$ cat src/rtl/pin_evt_pkg.sv
// Package: shared types for the port pin edge interrupt controller.
// Assumes: two-bit per-pin mode field, register map of two words.
package pin_evt_pkg;

    typedef enum logic [1:0] {
        EDGE_OFF  = 2'b00,
        EDGE_RISE = 2'b01,
        EDGE_FALL = 2'b10,
        EDGE_BOTH = 2'b11
    } edge_mode_e;

    localparam int REG_ADDR_W = 2;
    localparam logic [REG_ADDR_W-1:0] ADDR_MODE = 2'd0;
    localparam logic [REG_ADDR_W-1:0] ADDR_STAT = 2'd1;

endpackage

$ cat src/rtl/pin_evt_sync.sv
// Module: multi-stage synchronizer for a vector of asynchronous pins.
// Also flags when the last stage holds a real sample after reset.
// Assumes: STAGES >= 2, synchronous active-low reset.
module pin_evt_sync #(
    parameter int NPINS  = 8,
    parameter int STAGES = 2
) (
    input  logic             clk,
    input  logic             rst_n,
    input  logic [NPINS-1:0] pin_async,
    output logic [NPINS-1:0] pin_sync,
    output logic             armed
);
    localparam int CNT_W = $clog2(STAGES + 1);

    logic [NPINS-1:0] stg [STAGES];
    logic [CNT_W-1:0] fill_cnt;

    // First stage captures the raw pins.
    always_ff @(posedge clk) begin
        if (!rst_n) stg[0] <= '0;
        else        stg[0] <= pin_async;
    end

    genvar s;
    generate
        for (s = 1; s < STAGES; s++) begin : g_stage
            // Each later stage re-registers the one before it.
            always_ff @(posedge clk) begin
                if (!rst_n) stg[s] <= '0;
                else        stg[s] <= stg[s-1];
            end
        end
    endgenerate

    // Count edges since reset until the chain is filled with real samples.
    always_ff @(posedge clk) begin
        if (!rst_n)                                  fill_cnt <= '0;
        else if (fill_cnt != CNT_W'(STAGES))         fill_cnt <= fill_cnt + 1'b1;
    end

    assign pin_sync = stg[STAGES-1];
    assign armed    = (fill_cnt == CNT_W'(STAGES));

    // once armed the chain stays armed until reset.
    p_armed_holds_r10: assert property (@(posedge clk) disable iff (!rst_n)
        armed |=> armed);

endmodule

$ cat src/rtl/pin_evt_edge.sv
// Module: single-pin edge detector with a selectable edge mode.
// Compares the synchronized sample with the previous clock's sample;
// the previous sample always tracks, so mode changes cannot fake an edge.
// Assumes: pin_sync already synchronized; armed marks valid samples.
module pin_evt_edge
    import pin_evt_pkg::*;
(
    input  logic       clk,
    input  logic       rst_n,
    input  logic       pin_sync,
    input  logic       armed,
    input  edge_mode_e mode,
    output logic       event_o
);
    logic prev_q;
    logic prev_ok_q;
    logic rise;
    logic fall;

    // Keep last cycle's sample and whether it was valid.
    always_ff @(posedge clk) begin
        if (!rst_n) begin
            prev_q    <= 1'b0;
            prev_ok_q <= 1'b0;
        end else begin
            prev_q    <= pin_sync;
            prev_ok_q <= armed;
        end
    end

    assign rise = pin_sync & ~prev_q;
    assign fall = ~pin_sync & prev_q;

    // Select the edges that count for this pin's mode.
    always_comb begin
        unique case (mode)
            EDGE_OFF:  event_o = 1'b0;
            EDGE_RISE: event_o = prev_ok_q & rise;
            EDGE_FALL: event_o = prev_ok_q & fall;
            EDGE_BOTH: event_o = prev_ok_q & (rise | fall);
            default:   event_o = 1'b0;
        endcase
    end

    // disabled pin stays quiet.
    p_off_quiet_r5: assert property (@(posedge clk) disable iff (!rst_n)
        (mode == EDGE_OFF) |-> !event_o);
    // rising events only with the pin now high.
    p_rise_level_r2: assert property (@(posedge clk) disable iff (!rst_n)
        (event_o && mode == EDGE_RISE) |-> pin_sync);
    // falling events only with the pin now low.
    p_fall_level_r3: assert property (@(posedge clk) disable iff (!rst_n)
        (event_o && mode == EDGE_FALL) |-> !pin_sync);
    // no event while the sample is unchanged from last cycle.
    p_steady_quiet_r9: assert property (@(posedge clk) disable iff (!rst_n)
        (pin_sync == prev_q) |-> !event_o);

endmodule

$ cat src/rtl/pin_evt_status.sv
// Module: sticky per-pin status with clear-on-read mask.
// A bit set by a new event in the clearing cycle wins over the clear.
// Assumes: clr_mask is a subset of the current status.
module pin_evt_status #(
    parameter int NPINS = 8
) (
    input  logic             clk,
    input  logic             rst_n,
    input  logic [NPINS-1:0] ev,
    input  logic [NPINS-1:0] clr_mask,
    output logic [NPINS-1:0] status_q
);
    // Clear returned bits, then merge fresh events.
    always_ff @(posedge clk) begin
        if (!rst_n) status_q <= '0;
        else        status_q <= (status_q & ~clr_mask) | ev;
    end

    // without a clear no bit drops.
    p_sticky_r6: assert property (@(posedge clk) disable iff (!rst_n)
        (clr_mask == '0) |=> ((status_q & $past(status_q)) == $past(status_q)));
    // a cleared bit is gone unless a new event refilled it.
    p_clear_exact_r7: assert property (@(posedge clk) disable iff (!rst_n)
        (clr_mask != '0) |=> ((status_q & $past(clr_mask) & ~$past(ev)) == '0));
    // each event lands in its own bit.
    p_event_lands_r12: assert property (@(posedge clk) disable iff (!rst_n)
        (ev != '0) |=> ((status_q & $past(ev)) == $past(ev)));

endmodule

$ cat src/rtl/pin_evt_regs.sv
// Module: register port holding the mode word and muxing read data.
// A status read produces the clear mask for exactly the returned bits.
// Assumes: single-cycle strobes; read data registered.
module pin_evt_regs
    import pin_evt_pkg::*;
#(
    parameter int NPINS  = 8,
    parameter int DATA_W = 2 * NPINS
) (
    input  logic                  clk,
    input  logic                  rst_n,
    input  logic                  wr_en,
    input  logic                  rd_en,
    input  logic [REG_ADDR_W-1:0] reg_addr,
    input  logic [DATA_W-1:0]     wr_data,
    input  logic [NPINS-1:0]      status_q,
    output logic [2*NPINS-1:0]    mode_q,
    output logic [NPINS-1:0]      clr_mask,
    output logic [DATA_W-1:0]     rd_data
);
    localparam int PAD_W = DATA_W - NPINS;

    logic [DATA_W-1:0] rd_mux;

    // Mode word updates only on a write to its address.
    always_ff @(posedge clk) begin
        if (!rst_n)                              mode_q <= '0;
        else if (wr_en && reg_addr == ADDR_MODE) mode_q <= wr_data[2*NPINS-1:0];
    end

    // Read multiplexer over the two defined words.
    always_comb begin
        rd_mux = '0;
        if (reg_addr == ADDR_MODE)      rd_mux = DATA_W'(mode_q);
        else if (reg_addr == ADDR_STAT) rd_mux = {{PAD_W{1'b0}}, status_q};
    end

    // Capture read data on a read strobe.
    always_ff @(posedge clk) begin
        if (!rst_n)     rd_data <= '0;
        else if (rd_en) rd_data <= rd_mux;
    end

    assign clr_mask = (rd_en && reg_addr == ADDR_STAT) ? status_q : '0;

    // mode word stable unless written at its address.
    p_mode_stable_r11: assert property (@(posedge clk) disable iff (!rst_n)
        !(wr_en && reg_addr == ADDR_MODE) |=> $stable(mode_q));

endmodule

$ cat src/rtl/pin_event_ctrl.sv
// Module: top of the port pin edge interrupt controller.
// Synchronizes the pins, runs one edge detector per pin, keeps sticky
// status and raises one request while any status bit is set.
// Assumes: synchronous active-low reset; sleep_req deliberately unused by logic.
module pin_event_ctrl
    import pin_evt_pkg::*;
#(
    parameter int NPINS       = 8,
    parameter int SYNC_STAGES = 2,
    parameter int DATA_W      = 2 * NPINS
) (
    input  logic                  clk,
    input  logic                  rst_n,
    input  logic [NPINS-1:0]      pin_in,
    input  logic                  sleep_req,
    input  logic                  wr_en,
    input  logic                  rd_en,
    input  logic [REG_ADDR_W-1:0] reg_addr,
    input  logic [DATA_W-1:0]     wr_data,
    output logic [DATA_W-1:0]     rd_data,
    output logic                  irq
);
    logic [NPINS-1:0]   pin_sync;
    logic               armed;
    logic [NPINS-1:0]   ev;
    logic [NPINS-1:0]   status_q;
    logic [NPINS-1:0]   clr_mask;
    logic [2*NPINS-1:0] mode_q;

    pin_evt_sync #(.NPINS(NPINS), .STAGES(SYNC_STAGES)) u_sync (
        .clk       (clk),
        .rst_n     (rst_n),
        .pin_async (pin_in),
        .pin_sync  (pin_sync),
        .armed     (armed)
    );

    genvar i;
    generate
        for (i = 0; i < NPINS; i++) begin : g_pin
            pin_evt_edge u_edge (
                .clk      (clk),
                .rst_n    (rst_n),
                .pin_sync (pin_sync[i]),
                .armed    (armed),
                .mode     (edge_mode_e'(mode_q[2*i +: 2])),
                .event_o  (ev[i])
            );
        end
    endgenerate

    pin_evt_status #(.NPINS(NPINS)) u_status (
        .clk      (clk),
        .rst_n    (rst_n),
        .ev       (ev),
        .clr_mask (clr_mask),
        .status_q (status_q)
    );

    pin_evt_regs #(.NPINS(NPINS), .DATA_W(DATA_W)) u_regs (
        .clk      (clk),
        .rst_n    (rst_n),
        .wr_en    (wr_en),
        .rd_en    (rd_en),
        .reg_addr (reg_addr),
        .wr_data  (wr_data),
        .status_q (status_q),
        .mode_q   (mode_q),
        .clr_mask (clr_mask),
        .rd_data  (rd_data)
    );

    assign irq = |status_q;

    // request drops only right after a status read.
    p_irq_fall_on_read_r6: assert property (@(posedge clk) disable iff (!rst_n)
        $fell(irq) |-> $past(rd_en && reg_addr == ADDR_STAT));
    // events during sleep still raise the request.
    p_sleep_no_block_r8: assert property (@(posedge clk) disable iff (!rst_n)
        (sleep_req && ev != '0) |=> irq);

endmodule

$ cat config.mk
export PLATFORM = sky130hd
export DESIGN_NAME = pin_event_ctrl
export DESIGN_NICKNAME = d
export VERILOG_FILES = /design/src/rtl/pin_evt_pkg.sv /design/src/rtl/pin_evt_sync.sv /design/src/rtl/pin_evt_edge.sv /design/src/rtl/pin_evt_status.sv /design/src/rtl/pin_evt_regs.sv /design/src/rtl/pin_event_ctrl.sv
export SDC_FILE = /design/constraint.sdc
export NUM_CORES = 1
export LEC_CHECK = 0
export ABC_AREA = 1
export BUFFER_PORTS_ARGS = -buffer_cell sky130_fd_sc_hd__buf_2
export CORE_ASPECT_RATIO = 2
export CORE_MARGIN = 4
export CORE_UTILIZATION = 40
export CTS_CLUSTER_DIAMETER = 40
export DETAILED_ROUTE_END_ITERATION = 16
export GPL_TIMING_DRIVEN = 0
export PLACE_DENSITY = 0.63
export SYNTH_ARGS = -nofsm -noshare
export SYNTH_HDL_FRONTEND = slang
export SYNTH_SLANG_ARGS = --single-unit
export TNS_END_PERCENT = 10
$ cat constraint.sdc
create_clock -name clk -period 2.65 [get_ports clk]
set_clock_uncertainty 0.15 [all_clocks]
set_input_delay 0.265 -clock clk [delete_from_list [all_inputs] [get_ports clk]]
set_output_delay 0.265 -clock clk [all_outputs]
set_load 0.05 [all_outputs]
Word-level counts from Yosys, hierarchy flattened

Memory sizes are Yosys's and may differ from the RTL's.
Cells that the tools add are included.

Add/sub/neg operators: 1
Equality and inequality tests: 27
Muxes and demuxes: 15
Bitwise logic cells: 69
Reductions and logical operators: 12

Operators by type and width:

| kind                | count |
|---|---|
| $and 1x1->1         | 40 |
| $eq 2x2->1 const B  | 17 |
| $mux 8              | 4 |
| $pmux 1 s4          | 8 |
| $eq 2x1->1 const B  | 9 |
| $logic_not 2->1     | 9 |
| $mux 16             | 1 |
| $not 1->1           | 16 |
| $or 1x1->1          | 10 |
| $and 8x8->8         | 1 |
| $not 8->8           | 1 |
| $or 8x8->8          | 1 |
| $reduce_or 8->1     | 1 |
| $add 2x1->2 const B | 1 |
| $logic_and 1x1->1   | 2 |
| $mux 1              | 2 |
| $ne 2x2->1 const B  | 1 |

Flip-flop bits (word level): 51
Bits in writable memories: 16
Input port bits: 31
Output and inout port bits: 17
Word-level logic and storage cells: 138
Memories: 1

Memory list:

| name       | depth | width | read ports | clocked after Yosys merged registers in | wr ports | RTL line           | RTL |
|---|---|---|---|---|---|---|---|
| u_sync.stg | 2     | 8     | 2          | 0                                       | 2        | pin_evt_sync.sv:16 | `logic [NPINS-1:0] stg [STAGES];` |

Logic depth before layout (Yosys ltp)

An unclocked memory read counts as a cell.

Depth in word-level cells: 7
Depth in mapped cells: 7
Depth with buffers taken out: 6

By module

Synthesis repeated with hierarchy kept, for this count alone.

Cells, all modules: 448
Area total of the unflattened synthesis: 3239.4 µm²

Modules (own cells, without submodules):

| module         | times used | cells an instance | area an instance (µm²) | sequential area each (µm²) |
|---|---|---|---|---|
| pin_evt_regs   | 1          | 192               | 1371.3                 | 640.6 |
| pin_evt_edge   | 8          | 17                | 117.6                  | 40.0 |
| pin_evt_sync   | 1          | 64                | 576.8                  | 360.3 |
| pin_evt_status | 1          | 41                | 294.0                  | 160.2 |
| pin_event_ctrl | 1          | 15                | 56.3                   | 0.0 |

Worst setup path before layout

No wires, ideal clock.

Path kind: register -> output
From: reg u_status.status_q[5]
To: out irq
Arrival: 0.881 ns
Data required time: 2.235 ns
Path slack: 1.354 ns
Stages on the path, launching flop included: 3
Buffers on the path: 0
Cell sequence: dfxtp_1 nor4_1 nand2_1

Word-level cells in the longest chain between the ends: 1

Ends and longest elaborated chain:

| item                     | RTL line             | RTL |
|---|---|---|
| start: declaration       | pin_evt_status.sv:11 | `output logic [NPINS-1:0] status_q` |
| start signal: assignment | pin_evt_status.sv:16 | `else status_q <= (status_q & ~clr_mask) \| ev;` |
| $reduce_or 8->1          | pin_event_ctrl.sv:73 | `assign irq = \|status_q;` |
| end: declaration         | pin_event_ctrl.sv:21 | `output logic irq` |

Every way passes these cells.

Worst setup path in the final report

Ends and elaborated chain as after synthesis.

==> impl_metrics.json <==
{
  "critPathRequiredTime_ns": 2.24,
  "grt_pass1_wl_mm": 9.76,
  "met1_usage_pct": 14.8,
  "rows": 42,
  "yosysMostFrequentCell": "nand2_1",
  "status": "complete, no violations",
  "areaGrowthSynthToFinish_pct": 25.5,
  "top_usage_layer": "met2",
  "cp-start-kind": "flop",
  "htreeDepth": 3,
  "avgViaCountPerCell": 4.50,
  "core_mm2": 0.00673,
  "ir_drop_v": 0.000421,
  "synthTopCellsByArea": "dfxtp_1 (48%), nand2_1 (9.9%), nand3_1 (8.6%)",
  "syn_area_per_cell_um2": 7.50,
  "antenna_found_initial": 0,
  "finalMaxSlewViolations": 0,
  "first_pass_iters": 5,
  "start_util_pct": 41.6,
  "pin_count": 48,
  "grt_use_met2_pct": 27.6,
  "clkTransAtPathRegs_ns": 0.05,
  "wl_per_cell_um": 10.8,
  "hp-start": "wr_data[10]",
  "die_y_um": 126,
  "clk_path_buf_depth": 2,
  "setup_slack_ns": 0.930,
  "dpl_worst_slack_ns": 1.13,
  "power_mw": 2.47,
  "post_cts_buffers": 0,
  "async_reset_ff_share_pct": 0,
  "crit_start": "u_status.status_q[5]",
  "arrival_ns": 1.31,
  "synth_nets": 421,
  "place_hpwl_mm": 4.41,
  "synth_cells": 373,
  "synthFlopType": "dfxtp_1",
  "rr_endpoint": "u_status.status_q[7]",
  "regToRegStartpoint": "g_pin[7].u_edge.prev_q",
  "grt.overflow.total": 0,
  "worst_pin_slew_ns": 0.537,
  "post_cts_resized": 0,
  "fin_cells": 528,
  "finalSetupViolCount": 0,
  "leakagePower_nw": 1.75,
  "clk_latency_ns": 0.33,
  "grt_setup_unrepaired": "false",
  "cts_buffers": 9,
  "synth-seq-cells": 67,
  "fmax_mhz": 581,
  "synth_top_area_share_pct": 48.0,
  "yosys.area.top_type": "dfxtp_1",
  "cts_tree": "done",
  "r2r_slack_ns": 1.47,
  "syn-cell-area_mm2": 0.00280,
  "relSlewSlack_pct": 64.2,
  "cts_sinks": 67,
  "critPathKind": "reg2out",
  "ys_seq_area_share_pct": 48.0,
  "yosys_warnings": 0,
  "grt_use_met3_pct": 3.74,
  "drt-total-wl_mm": 5.70,
  "grt_pass1_vias": 2290,
  "nNetsFinal": 483,
  "p_per_area_mw_per_mm2": 704,
  "synth_edf_count": 0,
  "via_count": 2375,
  "max_cap_violations": 0,
  "grt_usage_pct": 15.3,
  "drt-initial-drc-count": 124,
  "layout_worst_path_cycle_share_pct": 64.9,
  "fp.dieW_um": 67.1,
  "critPathMaxFanout": 3,
  "grt_max_degree": 11,
  "drive_gt1_share_pct": 15.5,
  "worstHoldPathType": "in2reg",
  "ys_top_cells_by_count": "nand2_1 (74), dfxtp_1 (67), inv_1 (61), nand3_1 (48), nor2_1 (48)",
  "reg2reg_depth": 5,
  "worst_setup_path_end_kind": "output port",
  "dp_cells": 504,
  "root_buffer": "clkbuf_16",
  "synth_cell_types": 19,
  "portBuffers": 43,
  "ant_nets": 0,
  "gp_congestion": 0.813,
  "period_needed_ns": 1.72,
  "die_area_mm2": 0.00847,
  "final_hold_viol_count": 0,
  "diodes": 0,
  "worstSetupEndpoint": "irq",
  "final.setup.tns_ns": 0,
  "drc": 0
}
==> per-layer routing <==
metal / up-vias / wire length (µm)
met4: 0 / 206
met2: 48 / 3050
li1: 1274 / -
met3: 14 / 241
met5: - / 0
met1: 1039 / 2200
==> worst max-delay path, stage by stage, from the launching register on <==
cell	delay [ns]
dfxtp_1	0.35
nor4_1	0.32
nand2_1	0.10
buf_2	0.22
==> flip-flops by register name (all words and copies together) (netlist names) <==
| register | count |
|---|---|
| u_status.status_q | 8 |
| u_regs.mode_q | 16 |
| g_pin.u_edge.prev_q | 8 |
| u_sync.stg | 16 |
| g_pin.u_edge.prev_ok_q | 1 |
| u_sync.fill_cnt | 2 |
| u_regs.rd_data | 16 |
==> placed cells by master, fill, tap and decap left out <==
cell           count
a21oi_1           18
dlygate4sd3_1      8
bufinv_16          1
nor2_8             1
buf_6              1
nand2_4            1
clkbuf_16          9
buf_4              2
nor2_1            48
o21ai_0           18
clkbuf_1          10
clkbuf_8           3
inv_1             61
nor4_1             2
nand2_1           74
nand3_1           48
ha_1              17
nor2_2             1
buf_2             46
dfxtp_1           67
inv_2              2
nand2_2            1
buf_1              1
==> what timing repair did <==
item	4_1_cts	5_1_grt
hold buffers	8	0
endpoints found under the setup margin	0	0
endpoints found under the hold margin	8	0
==> through the flow <==
stage,util (%),area [µm²],hold slack (ns)
2_1_floorplan,-,2800,0.213
3_3_place_gp,46.4,3120,0.244
3_5_place_dp,46.4,3120,0.242
4_1_cts,52.2,3510,0.0387
5_1_grt,52.2,3510,0.0434
6_report,52.2,3510,0.0397
==> kinds of logic after synthesis <==
family                     Yosys count  share of synthesized area, %
DFF                                 67                          48.0
buffers and inverters               77                          11.0
and+or+nand+nor                    176                          27.0
adders and majority gates           17                          7.61
AOI/OAI and AO/OA                   36                          6.44
==> where the power goes <==
part           internal, mW  total [mW]  switching [mW]  leakage (nW)
registers              1.05        1.08          0.0292         0.547
logic                0.0739       0.188           0.114          1.05
clock network         0.805        1.20           0.394         0.150
total                  1.93        2.47           0.537          1.75
==> worst min-delay path by stage <==
stage	slack, ns	end	cells past startpoint
2_1_floorplan	0.21	u_sync.stg[0][0]	2
3_3_place_gp	0.24	u_sync.stg[1][0]	2
6_report	0.04	u_regs.mode_q[10]	3
4_1_cts	0.04	u_regs.mode_q[10]	3
3_5_place_dp	0.24	u_sync.stg[1][2]	2
5_1_grt	0.04	u_regs.mode_q[14]	3
==> layout make-up <==
cell class | count | area [µm²]
buffer | 14 | 71.3
clock buffer | 15 | 278
clock inverter | 1 | 30.0
fill | 725 | 3220
inverter | 63 | 236
multi-input combinational | 229 | 1150
sequential | 67 | 1340
tap | 88 | 110
timing repair buffer | 51 | 295
(Power assumes the default switching activity.)
